===== src/rtl/sram_ctrl_pkg.sv =====
package sram_ctrl_pkg;

    typedef enum logic [2:0] {
        ST_IDLE,
        ST_RD_ADDR,
        ST_RD_WAIT,
        ST_RD_CAPTURE,
        ST_WR_SETUP,
        ST_WR_PULSE,
        ST_WR_RECOVER,
        ST_DONE
    } ctrl_state_t;

    // Ceiling division of a time by the clock period, never below one cycle.
    function automatic int ns_to_cycles(input int t_ns, input int clk_ns);
        int c;
        c = (t_ns + clk_ns - 1) / clk_ns;
        if (c < 1) c = 1;
        return c;
    endfunction

    function automatic int imax(input int a, input int b);
        return (a > b) ? a : b;
    endfunction

endpackage


===== src/rtl/sram_phase_timer.sv =====
module sram_phase_timer #(
    parameter int CNT_W = 4
) (
    input  logic             clk,
    input  logic             rst_n,
    input  logic             load,
    input  logic [CNT_W-1:0] load_val,
    output logic [CNT_W-1:0] count,
    output logic             expired
);
    always_ff @(posedge clk) begin
        if (!rst_n) begin
            count <= '0;
        end else if (load) begin
            count <= load_val;
        end else if (count != '0) begin
            count <= count - 1'b1;
        end
    end

    assign expired = (count == '0);
endmodule


===== src/rtl/sram_rd_capture.sv =====
module sram_rd_capture #(
    parameter int DATA_W = 16,
    localparam int LANES = DATA_W / 8
) (
    input  logic              clk,
    input  logic              rst_n,
    input  logic              capture,
    input  logic [LANES-1:0]  lane_en,
    input  logic [DATA_W-1:0] dq_in,
    output logic [DATA_W-1:0] rdata
);
    for (genvar g = 0; g < LANES; g++) begin : g_lane
        always_ff @(posedge clk) begin
            if (!rst_n) begin
                rdata[g*8 +: 8] <= '0;
            end else if (capture) begin
                rdata[g*8 +: 8] <= lane_en[g] ? dq_in[g*8 +: 8] : 8'h00;
            end
        end
    end
endmodule


===== src/rtl/sram_timing_ctrl.sv =====
module sram_timing_ctrl
    import sram_ctrl_pkg::*;
#(
    parameter int ADDR_W        = 19,
    parameter int DATA_W        = 16,
    parameter int CLK_PERIOD_NS = 10,
    parameter int T_RC_NS       = 45,
    parameter int T_AA_NS       = 45,
    parameter int T_DOE_NS      = 22,
    parameter int T_WC_NS       = 45,
    parameter int T_PWE_NS      = 35,
    parameter int T_AW_NS       = 35,
    parameter int T_SD_NS       = 25,
    parameter int T_HZWE_NS     = 18,
    localparam int LANES        = DATA_W / 8
) (
    input  logic              clk,
    input  logic              rst_n,
    input  logic              req_valid,
    output logic              req_ready,
    input  logic              req_write,
    input  logic [ADDR_W-1:0] req_addr,
    input  logic [DATA_W-1:0] req_wdata,
    input  logic [LANES-1:0]  req_mask,
    output logic              rsp_done,
    output logic [DATA_W-1:0] rsp_rdata,
    output logic              mem_ce1_n,
    output logic              mem_ce2,
    output logic              mem_oe_n,
    output logic              mem_we_n,
    output logic              mem_bhe_n,
    output logic              mem_ble_n,
    output logic [ADDR_W-1:0] mem_addr,
    output logic [DATA_W-1:0] mem_dq_out,
    output logic              mem_dq_oe,
    input  logic [DATA_W-1:0] mem_dq_in
);
    // Phase lengths in cycles
    localparam int N_AA  = ns_to_cycles(T_AA_NS, CLK_PERIOD_NS);
    localparam int N_DOE = ns_to_cycles(T_DOE_NS, CLK_PERIOD_NS);
    localparam int N_RC  = ns_to_cycles(T_RC_NS, CLK_PERIOD_NS);
    localparam int N_WC  = ns_to_cycles(T_WC_NS, CLK_PERIOD_NS);
    localparam int N_PWE = ns_to_cycles(T_PWE_NS, CLK_PERIOD_NS);
    localparam int N_AW  = ns_to_cycles(T_AW_NS, CLK_PERIOD_NS);
    localparam int N_SD  = ns_to_cycles(T_SD_NS, CLK_PERIOD_NS);
    localparam int N_HZ  = ns_to_cycles(T_HZWE_NS, CLK_PERIOD_NS);

    localparam int RD_WAIT_LEN = imax(imax(1, N_AA - 2), imax(N_DOE - 1, N_RC - 2));
    localparam int WR_PULSE_LEN = imax(imax(N_PWE, N_HZ + N_SD), N_AW - 1);
    localparam int WR_REC_LEN = imax(1, N_WC - 1 - WR_PULSE_LEN);
    localparam int MAX_LEN = imax(RD_WAIT_LEN, imax(WR_PULSE_LEN, WR_REC_LEN));
    localparam int CNT_W = $clog2(MAX_LEN + 1);
    // Counter value at and below which write data is driven inside the pulse
    localparam int DRIVE_AT = WR_PULSE_LEN - 1 - N_HZ;

    ctrl_state_t state, state_nx;

    logic [ADDR_W-1:0] r_addr;
    logic [DATA_W-1:0] r_wdata;
    logic [LANES-1:0]  r_mask;

    logic             tmr_load;
    logic [CNT_W-1:0] tmr_val;
    logic [CNT_W-1:0] tmr_count;
    logic             tmr_expired;
    logic             accept;

    assign accept = (state == ST_IDLE) && req_valid;

    sram_phase_timer #(.CNT_W(CNT_W)) u_timer (
        .clk      (clk),
        .rst_n    (rst_n),
        .load     (tmr_load),
        .load_val (tmr_val),
        .count    (tmr_count),
        .expired  (tmr_expired)
    );

    sram_rd_capture #(.DATA_W(DATA_W)) u_capture (
        .clk     (clk),
        .rst_n   (rst_n),
        .capture (state == ST_RD_CAPTURE),
        .lane_en (r_mask),
        .dq_in   (mem_dq_in),
        .rdata   (rsp_rdata)
    );

    // Request holding registers
    always_ff @(posedge clk) begin
        if (!rst_n) begin
            r_addr  <= '0;
            r_wdata <= '0;
            r_mask  <= '0;
        end else if (accept) begin
            r_addr  <= req_addr;
            r_wdata <= req_wdata;
            r_mask  <= req_mask;
        end
    end

    // State register
    always_ff @(posedge clk) begin
        if (!rst_n) state <= ST_IDLE;
        else        state <= state_nx;
    end

    // Next state and phase timer load
    always_comb begin
        state_nx = state;
        tmr_load = 1'b0;
        tmr_val  = '0;
        unique case (state)
            ST_IDLE:       if (req_valid) state_nx = req_write ? ST_WR_SETUP : ST_RD_ADDR;
            ST_RD_ADDR: begin
                state_nx = ST_RD_WAIT;
                tmr_load = 1'b1;
                tmr_val  = CNT_W'(RD_WAIT_LEN - 1);
            end
            ST_RD_WAIT:    if (tmr_expired) state_nx = ST_RD_CAPTURE;
            ST_RD_CAPTURE: state_nx = ST_DONE;
            ST_WR_SETUP: begin
                state_nx = ST_WR_PULSE;
                tmr_load = 1'b1;
                tmr_val  = CNT_W'(WR_PULSE_LEN - 1);
            end
            ST_WR_PULSE: if (tmr_expired) begin
                state_nx = ST_WR_RECOVER;
                tmr_load = 1'b1;
                tmr_val  = CNT_W'(WR_REC_LEN - 1);
            end
            ST_WR_RECOVER: if (tmr_expired) state_nx = ST_DONE;
            ST_DONE:       state_nx = ST_IDLE;
        endcase
    end

    // Pin outputs by state
    always_comb begin
        mem_ce1_n = 1'b1;
        mem_ce2   = 1'b0;
        mem_oe_n  = 1'b1;
        mem_we_n  = 1'b1;
        mem_bhe_n = 1'b1;
        mem_ble_n = 1'b1;
        mem_dq_oe = 1'b0;
        req_ready = 1'b0;
        rsp_done  = 1'b0;
        unique case (state)
            ST_IDLE: req_ready = 1'b1;
            ST_RD_ADDR, ST_WR_SETUP: begin
                mem_ce1_n = 1'b0;
                mem_ce2   = 1'b1;
                mem_ble_n = ~r_mask[0];
                mem_bhe_n = ~r_mask[LANES-1];
            end
            ST_RD_WAIT, ST_RD_CAPTURE: begin
                mem_ce1_n = 1'b0;
                mem_ce2   = 1'b1;
                mem_oe_n  = 1'b0;
                mem_ble_n = ~r_mask[0];
                mem_bhe_n = ~r_mask[LANES-1];
            end
            ST_WR_PULSE: begin
                mem_ce1_n = 1'b0;
                mem_ce2   = 1'b1;
                mem_we_n  = 1'b0;
                mem_ble_n = ~r_mask[0];
                mem_bhe_n = ~r_mask[LANES-1];
                mem_dq_oe = (int'(tmr_count) <= DRIVE_AT);
            end
            ST_WR_RECOVER: begin
                mem_ce1_n = 1'b0;
                mem_ce2   = 1'b1;
                mem_ble_n = ~r_mask[0];
                mem_bhe_n = ~r_mask[LANES-1];
                mem_dq_oe = 1'b1;
            end
            ST_DONE: rsp_done = 1'b1;
        endcase
    end

    assign mem_addr   = r_addr;
    assign mem_dq_out = r_wdata;

    AST_IDLE_PARKED: assert property (@(posedge clk) disable iff (!rst_n)
        req_ready |-> (mem_ce1_n && !mem_ce2 && mem_bhe_n && mem_ble_n && !mem_dq_oe));
    AST_DONE_SINGLE: assert property (@(posedge clk) disable iff (!rst_n)
        rsp_done |=> (!rsp_done && req_ready));
    AST_NO_BUS_FIGHT: assert property (@(posedge clk) disable iff (!rst_n)
        mem_dq_oe |-> mem_oe_n);
    AST_WE_OE_EXCL: assert property (@(posedge clk) disable iff (!rst_n)
        !mem_we_n |-> mem_oe_n);
    AST_PULSE_ADDR_STABLE: assert property (@(posedge clk) disable iff (!rst_n)
        (state == ST_WR_PULSE) |-> $stable(mem_addr));
    AST_NO_EARLY_DRIVE: assert property (@(posedge clk) disable iff (!rst_n)
        $fell(mem_we_n) |-> !mem_dq_oe);
    AST_HOLD_AFTER_WE: assert property (@(posedge clk) disable iff (!rst_n)
        $rose(mem_we_n) |-> (mem_dq_oe && !mem_ce1_n && mem_ce2));
endmodule


===== config.mk =====
export PLATFORM = sky130hd
export DESIGN_NAME = sram_timing_ctrl
export DESIGN_NICKNAME = d
export VERILOG_FILES = /design/src/rtl/sram_ctrl_pkg.sv /design/src/rtl/sram_phase_timer.sv /design/src/rtl/sram_rd_capture.sv /design/src/rtl/sram_timing_ctrl.sv
export SDC_FILE = /design/constraint.sdc
export NUM_CORES = 1
export LEC_CHECK = 0
export ABC_AREA = 1
export BUFFER_PORTS_ARGS = -buffer_cell sky130_fd_sc_hd__buf_2
export CORE_MARGIN = 1
export CORE_UTILIZATION = 41
export CTS_CLUSTER_DIAMETER = 80
export CTS_CLUSTER_SIZE = 8
export DETAILED_ROUTE_END_ITERATION = 16
export GPL_TIMING_DRIVEN = 0
export PLACE_DENSITY = 0.84
export SLEW_MARGIN = 20
export SYNTH_ARGS = -nofsm -noshare
export SYNTH_HDL_FRONTEND = slang
export SYNTH_SLANG_ARGS = --single-unit

===== constraint.sdc =====
create_clock -name clk -period 1.4 [get_ports clk]
set_input_delay 0.42 -clock clk [delete_from_list [all_inputs] [get_ports clk]]
set_output_delay 0.42 -clock clk [all_outputs]
set_load 0.01 [all_outputs]

==> results.txt <==
The die extent in x came out at 79.3 um. The final design instance area without fill is 0.00373 mm2. By count the netlist is led by 75 x sky130_fd_sc_hd__nand2_1, 61 x sky130_fd_sc_hd__nand3_1, 59 x sky130_fd_sc_hd__dfxtp_1. The number of nets produced by synthesis came out at 372. Detailed routing inserted a total of 2724 vias. The minimum clock period after layout is 1730 ps. The standard cell core area is 0.00564 mm2. Buffers inserted to repair hold after CTS numbered 0. The dominant register cell in the synthesized netlist is sky130_fd_sc_hd__dfxtp_1. The clock-pin transition on the worst setup and hold timing paths is 70 ps. The number of global-route vias before repair was 2442. The port buffer count is 116. The HPWL after detailed placement is 4.79 mm. The type of the worst setup path is flop to output pin. After detailed routing, the total wire length is 7.25 mm. The buffer and inverter count on the worst path is 5. The cell chosen for the clock root is sky130_fd_sc_hd__clkbuf_8.

In the final layout, flip-flops and latches occupy 0.00119 mm2. The cell with the most instances after synthesis is sky130_fd_sc_hd__nand2_1. Summing all multi-input logic gate instances after layout gives 0.00117 mm2. The number of buffers created by CTS is 9. Setup slack on the critical path of the routed design comes to -326 ps. The number of rows created at floorplan came out at 27. The count of antenna diodes in the layout is 0. The synthesized netlist occupies a cell area of 0.00245 mm2. The total power of the final layout is 6.33 mW. The number of enable flip-flop cells after synthesis is 0. The wire length of the first global-routing pass came out at 10.7 mm. Dividing the detail-routed wire length by the instance count gives 13.4 um.

The checks that failed: negative setup slack. Derived from the worst setup path, the maximum achievable clock frequency is 0.579 GHz. For this run, design rule violations remaining after detail routing come to 0. The average size of a mapped cell is 7.85 um2. The kind of cell with the highest combined delay along the critical path is buffers and inverters. The number of library cell types mapped by synthesis is 22. The count of mapped cells out of synthesis came out at 312. For the final database, setup skew stands at 6.19 ps.

The post-synthesis sequential area ratio came out at 0.482. The H-tree depth reported by CTS is 3. The post-synthesis to final-layout area growth is 52.2%. For this design the ratio of total power to cell area is 1700 mW/mm2.

The startpoint identified for the worst hold timing path is mem_dq_in[5]. In this run the critical register-to-register path is launched from state[0]. The first TritonRoute pass finished after 4 iterations. The final layout contains 524 nets. In this run the worst hold path is classified as primary input to flop.

The TritonCTS clock tree is done. The iteration-0 DRC count of the detailed router is 118. The number of buffers on the longest clock path is 2. The final clock period utilization by the worst path is 1.23. STA classifies the critical path startpoint as a flop.

The total congestion overflow came out at 0. The final count of hold timing violations is 0. The instance area at placement came out at 0.00316 mm2. The maximum number of pins on one net before global-route repair is 11.

The setup slack at placement came out at -341 ps. The clock latency of the later-clocked register in the worst-skew pair is 330 ps. The leakage component of the power came out at 1.79 nW. The top-area cell type share of the netlist area came out at 0.482. The clock sink count came out at 59.

The top fanout value on the critical path is 3. At the end of routability-driven placement, the weighted congestion stood at 0.843. The number of antenna violations at the first check in global routing came to 0. The boundary pin count came out at 117. The share of flip-flops with an asynchronous set or reset after synthesis came out at 0. The number of inserted filler cells in the final layout came out at 482. The number of nets still failing antenna checks after routing is 0. The run finished, with violations left. Setup repair after global routing could not meet its margin everywhere.

The die boundary height is 79.3 um. The synthesized design spends more area on one cell type than any other, namely sky130_fd_sc_hd__dfxtp_1. The total of warnings raised by yosys came out at 0. Walking the worst path, the cells encountered are inv_4, nand2_4, nor2_8, buf_8, inv_4, nand2_4, inv_4, nand2_4, buf_6. The fraction of the core area covered by cells at the end of the flow is 0.661. The worst hold slack is 349 ps. The routed via count divided by cell count came out at 5.04. In this run, synthesis produced a sequential element count of 59. The number of max-cap violations came out at 0. The count of pins over their slew limit is 0. The required time at the endpoint of the critical path is 980 ps.

The maximum single-stage delay on the critical path came out at 370 ps. Measured against its own limit, the worst slew margin works out to 0.665. In the final layout, the share of cells above drive strength 1 is 0.442. Tracing the worst setup path back leads to its startpoint at state[1]. IR analysis of the VDD net gives a maximum drop of 0.957 mV. The slowest cell on the critical path is sky130_fd_sc_hd__dfxtp_4. Setup violations remaining at the end of the flow were counted as 9.

The overall fraction of global-route tracks in use is 0.223. The signal arrival time at the worst endpoint came out at 1310 ps. In the post-synthesis netlist, the biggest area contributors are sky130_fd_sc_hd__dfxtp_1 48%, sky130_fd_sc_hd__nand3_1 12%, sky130_fd_sc_hd__a21oi_1 12%, sky130_fd_sc_hd__nand2_1 11%, sky130_fd_sc_hd__buf_6 2.8%.

For this configuration, the core starts out at a cell density of 0.434. The die area is 0.00629 mm2. The slew of the pin with the lowest slew margin is 503 ps. The worst setup path is captured at an output pin.
==> final timing paths <==
path,to,slack (ps),cells past startpoint
max reg2reg,u_capture.rdata[15],30,8
min,u_capture.rdata[5],350,3
max,mem_bhe_n,-330,9
min reg2reg,mem_addr[12],460,2
==> worst min-delay path, stage by stage <==
cell and delay [ps]:
sky130_fd_sc_hd__buf_2 100, sky130_fd_sc_hd__nand3_1 70, sky130_fd_sc_hd__a21oi_1 50
==> routing by layer <==
metal  GRT usage  up-vias  share of wire
met3      0.0770       18          0.063
met1       0.250     1245           0.42
met4      0.0855        0          0.019
met2       0.385      112           0.49
met5           0        -              0
li1            -     1349              -
==> layout make-up <==
cell class	instances	share of cell area
clock buffers	10	0.0369
multi-input cells	216	0.313
clock inverters	5	0.0205
repair buffers	141	0.219
well taps	72	0.0242
flip-flops and latches	59	0.319
plain buffers	22	0.0477
inverters	15	0.0198
==> cells by family after synthesis <==
group / Yosys count / synth area share
AOI/OAI and AO/OA: 63 / 0.130
buffers and inverters: 37 / 0.0848
xor gates and xnor gates: 1 / 0.00358
and+or+nand+nor: 149 / 0.284
adders and majority gates: 3 / 0.0153
DFF: 59 / 0.482
==> flip-flops by register name (all words and copies together), names as in the netlist <==
name             count
mem_addr            19
mem_dq_out          16
u_capture.rdata     16
state                3
u_timer.count        3
r_mask               2
==> through the flow <==
step | setup TNS (ps) | std cells
floorplan | -66.1 | 312
global placement | -11170 | 500
detailed placement | -12030 | 500
CTS | -2180 | 528
global route | -3020 | 540
finish | -2210 | 540
==> power breakdown <==
group	internal, mW	switching [mW]	total, mW
registers	1.92	0.137	2.05
clock network	1.04	0.655	1.69
logic	1.16	1.43	2.59
==> repair_timing <==
action / in CTS / in global routing
hold endpoints to repair: 0 / 0
pin swaps: 6 / 2
setup endpoints to repair: 10 / 31
resized for setup: 18 / 33
setup buffers: 13 / 10
gates cloned: 0 / 2
==> layout by cell type (no fill, tap or decap), drive strengths merged <==
master,n
a21boi,1
a21oi,57
buf,156
bufinv,2
clkbuf,17
clkinv,2
dfxtp,59
ha,3
inv,16
nand2,79
nand3,61
nand4,1
nor2,8
o21ai,4
o22ai,1
xor2,1
No activity file was read; power rests on OpenSTA's default activity.
